$ cat src/rtl/a429_rx_pkg.sv
package a429_rx_pkg;
  typedef enum logic [1:0] {
    ST_GAP  = 2'd0,
    ST_IDLE = 2'd1,
    ST_RX   = 2'd2
  } rx_state_t;
endpackage

$ cat src/rtl/a429_sample_tick.sv
module a429_sample_tick #(
  parameter int SLOW_DIV = 8
) (
  input  logic clk,
  input  logic rst,
  input  logic clk_en,
  input  logic slow_mode,
  output logic tick
);
  localparam int DW = (SLOW_DIV > 1) ? $clog2(SLOW_DIV) : 1;
  localparam logic [DW-1:0] DIV_LAST = DW'(SLOW_DIV - 1);

  logic [DW-1:0] div_q;

  always_ff @(posedge clk) begin
    if (rst) begin
      div_q <= '0;
    end else if (clk_en) begin
      div_q <= (div_q == DIV_LAST) ? '0 : div_q + 1'b1;
    end
  end

  assign tick = clk_en & (~slow_mode | (div_q == DIV_LAST));
endmodule

$ cat src/rtl/a429_line_sampler.sv
module a429_line_sampler #(
  parameter int RUN = 3
) (
  input  logic clk,
  input  logic rst,
  input  logic tick,
  input  logic line_one,
  input  logic line_zero,
  output logic bit_seen,
  output logic bit_val,
  output logic gap_null
);
  localparam int WIN = 2 * RUN;

  // class index: 0 = one, 1 = zero, 2 = null
  logic [2:0]     cls;
  logic [WIN-1:0] hist_q [3];
  logic [WIN-1:0] hist_n [3];

  assign cls[0] = line_one & ~line_zero;
  assign cls[1] = line_zero & ~line_one;
  assign cls[2] = ~line_one & ~line_zero;

  for (genvar g = 0; g < 3; g++) begin : g_hist
    assign hist_n[g] = {hist_q[g][WIN-2:0], cls[g]};
    always_ff @(posedge clk) begin
      if (rst) begin
        hist_q[g] <= '0;
      end else if (tick) begin
        hist_q[g] <= hist_n[g];
      end
    end
  end

  logic tail_null, head_one, head_zero;
  assign tail_null = &hist_n[2][RUN-1:0];
  assign head_one  = &hist_n[0][WIN-1:RUN];
  assign head_zero = &hist_n[1][WIN-1:RUN];

  assign bit_seen = tick & tail_null & (head_one | head_zero);
  assign bit_val  = head_one;
  assign gap_null = tick & (&hist_n[2]);
endmodule

$ cat src/rtl/a429_word_seq.sv
module a429_word_seq
  import a429_rx_pkg::*;
#(
  parameter int WORD_BITS  = 32,
  parameter int MIN_SP     = 8,
  parameter int MAX_SP     = 12,
  parameter int GAP_PERIOD = 10,
  parameter int GAP_CHECKS = 3
) (
  input  logic                 clk,
  input  logic                 rst,
  input  logic                 tick,
  input  logic                 bit_seen,
  input  logic                 bit_val,
  input  logic                 gap_null,
  output logic                 eos,
  output logic [WORD_BITS-1:0] word_out,
  output rx_state_t            state
);
  localparam int SPW = $clog2(MAX_SP + 1);
  localparam int NBW = $clog2(WORD_BITS);
  localparam int PW  = $clog2(GAP_PERIOD);
  localparam int GW  = (GAP_CHECKS > 1) ? $clog2(GAP_CHECKS) : 1;
  localparam logic [SPW-1:0] SP_MIN  = SPW'(MIN_SP);
  localparam logic [SPW-1:0] SP_MAX  = SPW'(MAX_SP);
  localparam logic [NBW-1:0] N_LAST  = NBW'(WORD_BITS - 1);
  localparam logic [PW-1:0]  P_LAST  = PW'(GAP_PERIOD - 1);
  localparam logic [GW-1:0]  G_LAST  = GW'(GAP_CHECKS - 1);

  logic [WORD_BITS-2:0] shreg;
  logic [WORD_BITS-1:0] full;
  logic [SPW-1:0]       space_q, space_n;
  logic [NBW-1:0]       nbits;
  logic [PW-1:0]        per;
  logic [GW-1:0]        gcnt;
  logic                 spacing_ok;

  assign full       = {bit_val, shreg};
  assign space_n    = space_q + 1'b1;
  assign spacing_ok = (space_n >= SP_MIN) && (space_n <= SP_MAX);

  always_ff @(posedge clk) begin
    if (rst) begin
      state    <= ST_GAP;
      per      <= '0;
      gcnt     <= '0;
      nbits    <= '0;
      space_q  <= '0;
      shreg    <= '0;
      eos      <= 1'b0;
      word_out <= '0;
    end else begin
      eos <= 1'b0;
      if (tick) begin
        case (state)
          ST_GAP: begin
            if (per == P_LAST) begin
              per <= '0;
              if (gap_null) begin
                if (gcnt == G_LAST) begin
                  gcnt  <= '0;
                  state <= ST_IDLE;
                end else begin
                  gcnt <= gcnt + 1'b1;
                end
              end else begin
                gcnt <= '0;
              end
            end else begin
              per <= per + 1'b1;
            end
          end
          ST_IDLE: begin
            if (bit_seen) begin
              shreg   <= {bit_val, shreg[WORD_BITS-2:1]};
              nbits   <= NBW'(1);
              space_q <= '0;
              state   <= ST_RX;
            end
          end
          ST_RX: begin
            if (bit_seen && spacing_ok) begin
              shreg   <= {bit_val, shreg[WORD_BITS-2:1]};
              space_q <= '0;
              if (nbits == N_LAST) begin
                eos      <= 1'b1;
                word_out <= {~^full, full[WORD_BITS-2:0]};
                state    <= ST_GAP;
                per      <= '0;
                gcnt     <= '0;
              end else begin
                nbits <= nbits + 1'b1;
              end
            end else if (bit_seen || space_n >= SP_MAX) begin
              state <= ST_GAP;
              per   <= '0;
              gcnt  <= '0;
            end else begin
              space_q <= space_n;
            end
          end
          default: state <= ST_GAP;
        endcase
      end
    end
  end
endmodule

$ cat src/rtl/a429_bit_qualifier.sv
module a429_bit_qualifier
  import a429_rx_pkg::*;
#(
  parameter int WORD_BITS  = 32,
  parameter int SLOW_DIV   = 8,
  parameter int RUN        = 3,
  parameter int MIN_SP     = 8,
  parameter int MAX_SP     = 12,
  parameter int GAP_PERIOD = 10,
  parameter int GAP_CHECKS = 3
) (
  input  logic                 clk,
  input  logic                 rst,
  input  logic                 clk_en,
  input  logic                 slow_mode,
  input  logic                 line_one,
  input  logic                 line_zero,
  output logic                 eos,
  output logic [WORD_BITS-1:0] word_out
);
  logic      tick;
  logic      bit_seen, bit_val, gap_null;
  rx_state_t state;

  a429_sample_tick #(.SLOW_DIV(SLOW_DIV)) u_tick (
    .clk(clk), .rst(rst), .clk_en(clk_en), .slow_mode(slow_mode), .tick(tick)
  );

  a429_line_sampler #(.RUN(RUN)) u_samp (
    .clk(clk), .rst(rst), .tick(tick), .line_one(line_one), .line_zero(line_zero),
    .bit_seen(bit_seen), .bit_val(bit_val), .gap_null(gap_null)
  );

  a429_word_seq #(
    .WORD_BITS(WORD_BITS), .MIN_SP(MIN_SP), .MAX_SP(MAX_SP),
    .GAP_PERIOD(GAP_PERIOD), .GAP_CHECKS(GAP_CHECKS)
  ) u_seq (
    .clk(clk), .rst(rst), .tick(tick), .bit_seen(bit_seen), .bit_val(bit_val),
    .gap_null(gap_null), .eos(eos), .word_out(word_out), .state(state)
  );
endmodule

$ cat config.mk
export PLATFORM = sky130hd
export DESIGN_NAME = a429_bit_qualifier
export DESIGN_NICKNAME = d
export VERILOG_FILES = /design/src/rtl/a429_rx_pkg.sv /design/src/rtl/a429_sample_tick.sv /design/src/rtl/a429_line_sampler.sv /design/src/rtl/a429_word_seq.sv /design/src/rtl/a429_bit_qualifier.sv
export SDC_FILE = /design/constraint.sdc
export NUM_CORES = 1
export LEC_CHECK = 0
export BUFFER_PORTS_ARGS = -buffer_cell sky130_fd_sc_hd__buf_2
export CAP_MARGIN = 20
export CORE_MARGIN = 2
export CORE_UTILIZATION = 46
export DETAILED_ROUTE_END_ITERATION = 16
export GPL_ROUTABILITY_DRIVEN = 0
export SLEW_MARGIN = 20
export SYNTH_ARGS = -nofsm -noshare
export SYNTH_HDL_FRONTEND = slang
export SYNTH_SLANG_ARGS = --single-unit
export TNS_END_PERCENT = 30
$ cat constraint.sdc
create_clock -name clk -period 3.1 [get_ports clk]
set_clock_uncertainty 0.15 [all_clocks]
set_input_delay 0.62 -clock clk [delete_from_list [all_inputs] [get_ports clk]]
set_output_delay 0.62 -clock clk [all_outputs]
set_load 0.1 [all_outputs]
# == Word level (Yosys, flattened, before mapping) ==
# Memories as Yosys holds them, arrays and structs flattened.
# Cells that the tools add are included.
# W data, S select, Z words.
# totals
reg_bits,84
mem_bits_rw,18
memories,1
wordCells,108
# op_classes
bitwise,18
reduce_logical,19
muxes,38
addsub,5
n_eq_ne,15
magnitude_cmp,3
# memory_table
memory,depth,width,rd,rd_clocked_by_memory_dff,wr,line,text
u_samp.hist_q,3,6,3,0,3,a429_line_sampler.sv:17,logic [WIN-1:0] hist_q [3];
# op_table
operator,count
$mux W31,2
$pmux W31 S2,1
$reduce_xnor A32 Y1,1
$mux W4,7
$mux W2,10
$mux W6,3
$pmux W4 S2,2
$reduce_and A4 Y1,4
$mux W5,3
$pmux W5 S2,1
$reduce_and A5 Y1,2
$reduce_and A3 Y1,3
$add A4 B1 Y4 const B,2
$ge A4 B4 Y1 const B,2
$ne A2 B1 Y1 const B,4
$and A1 B1 Y1,7
$reduce_and A7 Y1,1
$mux W1,6
$not A1 Y1,6
$pmux W2 S3,1
$reduce_and A6 Y1,1
$add A5 B1 Y5 const B,1
$eq A5 B5 Y1 const B,1
$or A1 B1 Y1,5
18 further kinds,22

# == Logic depth before layout (Yosys ltp) ==
# depth
depth_word,9
mapped_depth,10
depth_no_buf,8

# == Cells and area by module ==
# A second synthesis with hierarchy kept.
# hier_totals
cells_unflattened,484
area_unflattened_um2,4292.9
# by_module_without_submodules
module,seq_area_each_um2,n_inst,cells_per_inst,area_per_inst_um2
a429_word_seq,1621.6,1,428,3507.1
a429_line_sampler,450.4,1,41,633.1
a429_sample_tick,60.1,1,15,152.6

# == Least setup slack after synthesis ==
# Ideal clock, no wire load.
# synth_timing
path_kind,input port to flip-flop
from,input port clk_en
to,register u_seq.word_out[10]
path_buffers,2
setup_ns,0.128
required_ns,2.822
arrival_ns,2.011
path_slack_ns,0.812
stages,7
cell_sequence,buf_2 -> and2_1 -> o2111ai_2 -> nor3_2 -> buf_4 -> mux2i_1 -> nor2_1
# synth_via
elab_chain_cells,5
# synth_lines
element,line,text
from (decl),a429_bit_qualifier.sv:14,"input logic clk_en,"
$and A1 B1 Y1 *,a429_sample_tick.sv:23,assign tick = clk_en & (~slow_mode | (div_q == DIV_LAST));
$and A1 B1 Y1 (2 in series),a429_line_sampler.sv:40,assign bit_seen = tick & tail_null & (head_one | head_zero);
$logic_and A1 B1 Y1,a429_word_seq.sv:82,if (bit_seen && spacing_ok) begin
$reduce_and A4 Y1 (no source line) *,--,
to (signal assigned),a429_word_seq.sv:87,"word_out <= {~^full, full[WORD_BITS-2:0]};"
to (decl),a429_word_seq.sv:17,"output logic [WORD_BITS-1:0] word_out,"
# Mark *: on every way between the ends. The rest lies on a longest branch, timed or not.
# A chain may end at the register's enable or synchronous reset.

# == Worst setup path after layout ==
# layout_timing
from,register u_tick.div_q[0]
to,register u_seq.nbits[1]
# layout_via
elab_chain_cells,8
word_cells_on_any_way,9
classes_between,eq/ne: 3; bitwise: 4; reduce/logical: 2
# layout_lines
element,line,text
from (decl),a429_sample_tick.sv:13,logic [DW-1:0] div_q;
from (signal assigned),a429_sample_tick.sv:19,div_q <= (div_q == DIV_LAST) ? '0 : div_q + 1'b1;
$eq A3 B3 Y1 *,a429_sample_tick.sv:23,
$or A1 B1 Y1 *,a429_sample_tick.sv:23,
$and A1 B1 Y1 *,a429_sample_tick.sv:23,
$and A1 B1 Y1 (2 in series),a429_line_sampler.sv:40,
$logic_and A1 B1 Y1,a429_word_seq.sv:82,
$ne A2 B1 Y1 (no source line),--,
$reduce_and A5 Y1 (no source line) *,--,
to (signal assigned),a429_word_seq.sv:92,nbits <= nbits + 1'b1;
to (decl),a429_word_seq.sv:33,logic [NBW-1:0] nbits;
# Marks and branches as above.

==> run metrics <==
Detailed Route Iter0 Violations 140; Layout Nets 502; wl on met1 4.441 mm; fin. max-slew vios 0; setup ws final 0.5055 ns; WP data arrival 2.66 ns; P per Cell Area 459.7 nW/um^2; GRT Util Overall 17.89%; Post-Syn Area per Cell 9.742 sq um; CP Cell Sequence ha_1 -> ha_1 -> nand2b_1 -> o2111ai_2 -> o21ai_2 -> nand2_1 -> buf_4 -> o21ai_0 -> a21oi_1; Final TNS setup 0 ns; placed instance count 603; proportion of layout cells with a drive suffix above 1 16.36%; first-pass GRT wire length 14.88 mm; Hold WS 0.3395 ns; Die Footprint 10530 sq um; most frequent CP cell ha_1; Vias/cell 5.273; Tcrit/Tclk final 83.69%; Critical Path RT 3.17 ns; cts hold-fix bufs 0; postcts setup bufs 0; Worst Path Max Fanout 34; CTS tree done; Critical Path End Type flop; Netlist cell types 53; highest routing layer actually used met4; Hold/Removal Path Class flop to flop; Remaining DRCs 0; die width 102.6 um; antenna violations before repair 0; Synth top area share 37.60%; Clk Latency, worst-skew pair 0.36 ns; post-placement worst setup slack 0.3567 ns; Clock Tree Buf Depth 2; number of synthesized flops with an enable pin 15; area delta synth->final 11.25%; worst relative slew slack 52.23%; crit path launch type flop; Seq cells post-synth 99; final setup vio count 0; # clock sinks 99; largest stage delay on the critical path 0.45 ns; metal3 WL 322 um; FMAX 385.4 MHz; Routed WL 8.828 mm; drt pass-1 iters 4; Slew @ Worst Pin 0.7165 ns; Rows 35; YS warnings 0; cts bufs inserted 9; sequential element share of the synthesized area 47.68%; run status finished, final reports clean; wire length on met2 3.955 mm; syn nets 476; Filler Cell Count 864; vias in the first global route 3090; initial core utilization 47.94%; Async SR Flop Fraction 0%; P_leak 1.834 nW; FF/Latch Area 2132 sq um; Routed wire per std cell 14.28 um; H-tree depth 3; peak supply drop 285.6 uV; grt total ovfl 0; PortBufs 38; synthesized area 4472 sq um; Finished Layout Cells 618; I/O pin total 39; post-route ant nets 0; register clock-pin slew on the reported worst setup and hold paths 0.09 ns; Core Area 9328 sq um; dpl hpwl 5.839 mm; Slowest-stage cell, CP o21ai_2; MaxCap Viol Count 0; multi-input logic area 2192 sq um; post-synthesis cell count 459; main flop type after synthesis dfxtp_1; min Tclk post-route 2.594 ns; Fin. Hold Viols 0; RSZ-0062 raised after global routing no; synth top area cells dfxtp_1, edfxtp_1, mux2i_1; die height 102.6 um; antenna cell count 0; area leader, netlist dfxtp_1; WS Path Type flop to flop; vias 3259; clk root buf clkbuf_8; largest net degree at the start of global routing 68; cts repair resizes 0
==> cell usage after synthesis, drive strengths merged, types with 5 or more instances <==
cell,n
nand2b,6
and3,5
nor2,46
o21ai,5
nand2,42
inv,6
nor4,5
xor2,5
dfxtp,84
nand4,5
and2,16
mux2i,38
nand3,33
clkbuf,18
ha,11
a21oi,42
edfxtp,15
xnor2,24
buf,12
==> power breakdown <==
group          internal (mW)  leakage [nW]  switching, mW  total, mW
clock network          0.454         0.110          0.450      0.904
registers               1.32         0.836        0.00691       1.32
logic                 0.0174         0.888         0.0412     0.0587
total                   1.79          1.83          0.498       2.29
==> layer usage <==
| metal | vias to the layer above | global-route usage [%] |
|---|---|---|
| li1 | 1646 | - |
| met5 | - | 0 |
| met3 | 9 | 3.661 |
| met1 | 1542 | 25.80 |
| met2 | 62 | 26.90 |
| met4 | 0 | 5.846 |
==> critical path, delay by kind of cell (launching register included) <==
kind | cells | cell delay [ns]
buffers and inverters | 1 | 0.25
AND/OR/NAND/NOR | 2 | 0.38
adder cells (fa/ha/maj) | 2 | 0.30
AO/OA/AOI/OAI | 4 | 1.00
flip-flops | 1 | 0.37
==> layout by cell type (no fill, tap or decap), types with 5 or more instances in the layout <==
master	count
nor2_1	46
dfxtp_1	84
clkbuf_8	9
nand4_1	5
buf_4	6
nand2_1	42
inv_1	6
mux2i_1	38
nand2b_1	6
and3_1	5
a21oi_1	41
ha_1	11
nand3_1	33
xnor2_1	24
xor2_1	5
buf_2	38
edfxtp_1	15
and2_1	16
==> cell type report <==
type	count	area share, %
inverter	6	0.4527
sequential	99	42.86
tap	129	3.244
multi-input combinational	324	44.06
clock buffer	9	2.490
timing repair buffer	45	5.131
clock inverter	6	1.761
==> state kept, by name, indices dropped and copies added, names as in the netlist <==
signal          cells
u_samp.hist_q      15
u_seq.eos           1
u_seq.gcnt          2
u_seq.nbits         5
u_seq.per           4
u_seq.shreg        31
u_seq.space_q       4
u_seq.state         2
u_seq.word_out     32
u_tick.div_q        3
==> stage by stage <==
stage / power [mW] / cell area, sq um / util (%)
floorplan: 1.398 / 4472 / -
global placement: 1.412 / 4763 / 51.07
detailed placement: 1.415 / 4763 / 51.07
CTS: 2.310 / 4975 / 53.33
global route: 2.372 / 4975 / 53.33
finish: 2.287 / 4975 / 53.33
==> path summary, 6_finish.rpt <==
check,from,end,slack [ns],depth (start not counted)
hold / removal,u_seq.nbits[4],u_seq.nbits[4],0.34,2
setup / recovery,u_tick.div_q[0],u_seq.nbits[1],0.51,9
setup reg to reg,u_tick.div_q[0],u_seq.nbits[1],0.51,9
hold reg to reg,u_seq.nbits[4],u_seq.nbits[4],0.34,2
==> kinds of logic (layout without fill, tap and decap cells) <==
family	count (synthesis)	count (layout)	share of synthesized area [%]
compound gates	69	69	10.24
simple gates	174	174	20.03
flops	99	99	47.68
fa+ha+maj	11	11	3.078
mux	39	39	8.758
buf+inv	36	66	3.525
xor+xnor	31	31	6.687
(Power assumes the default switching activity.)
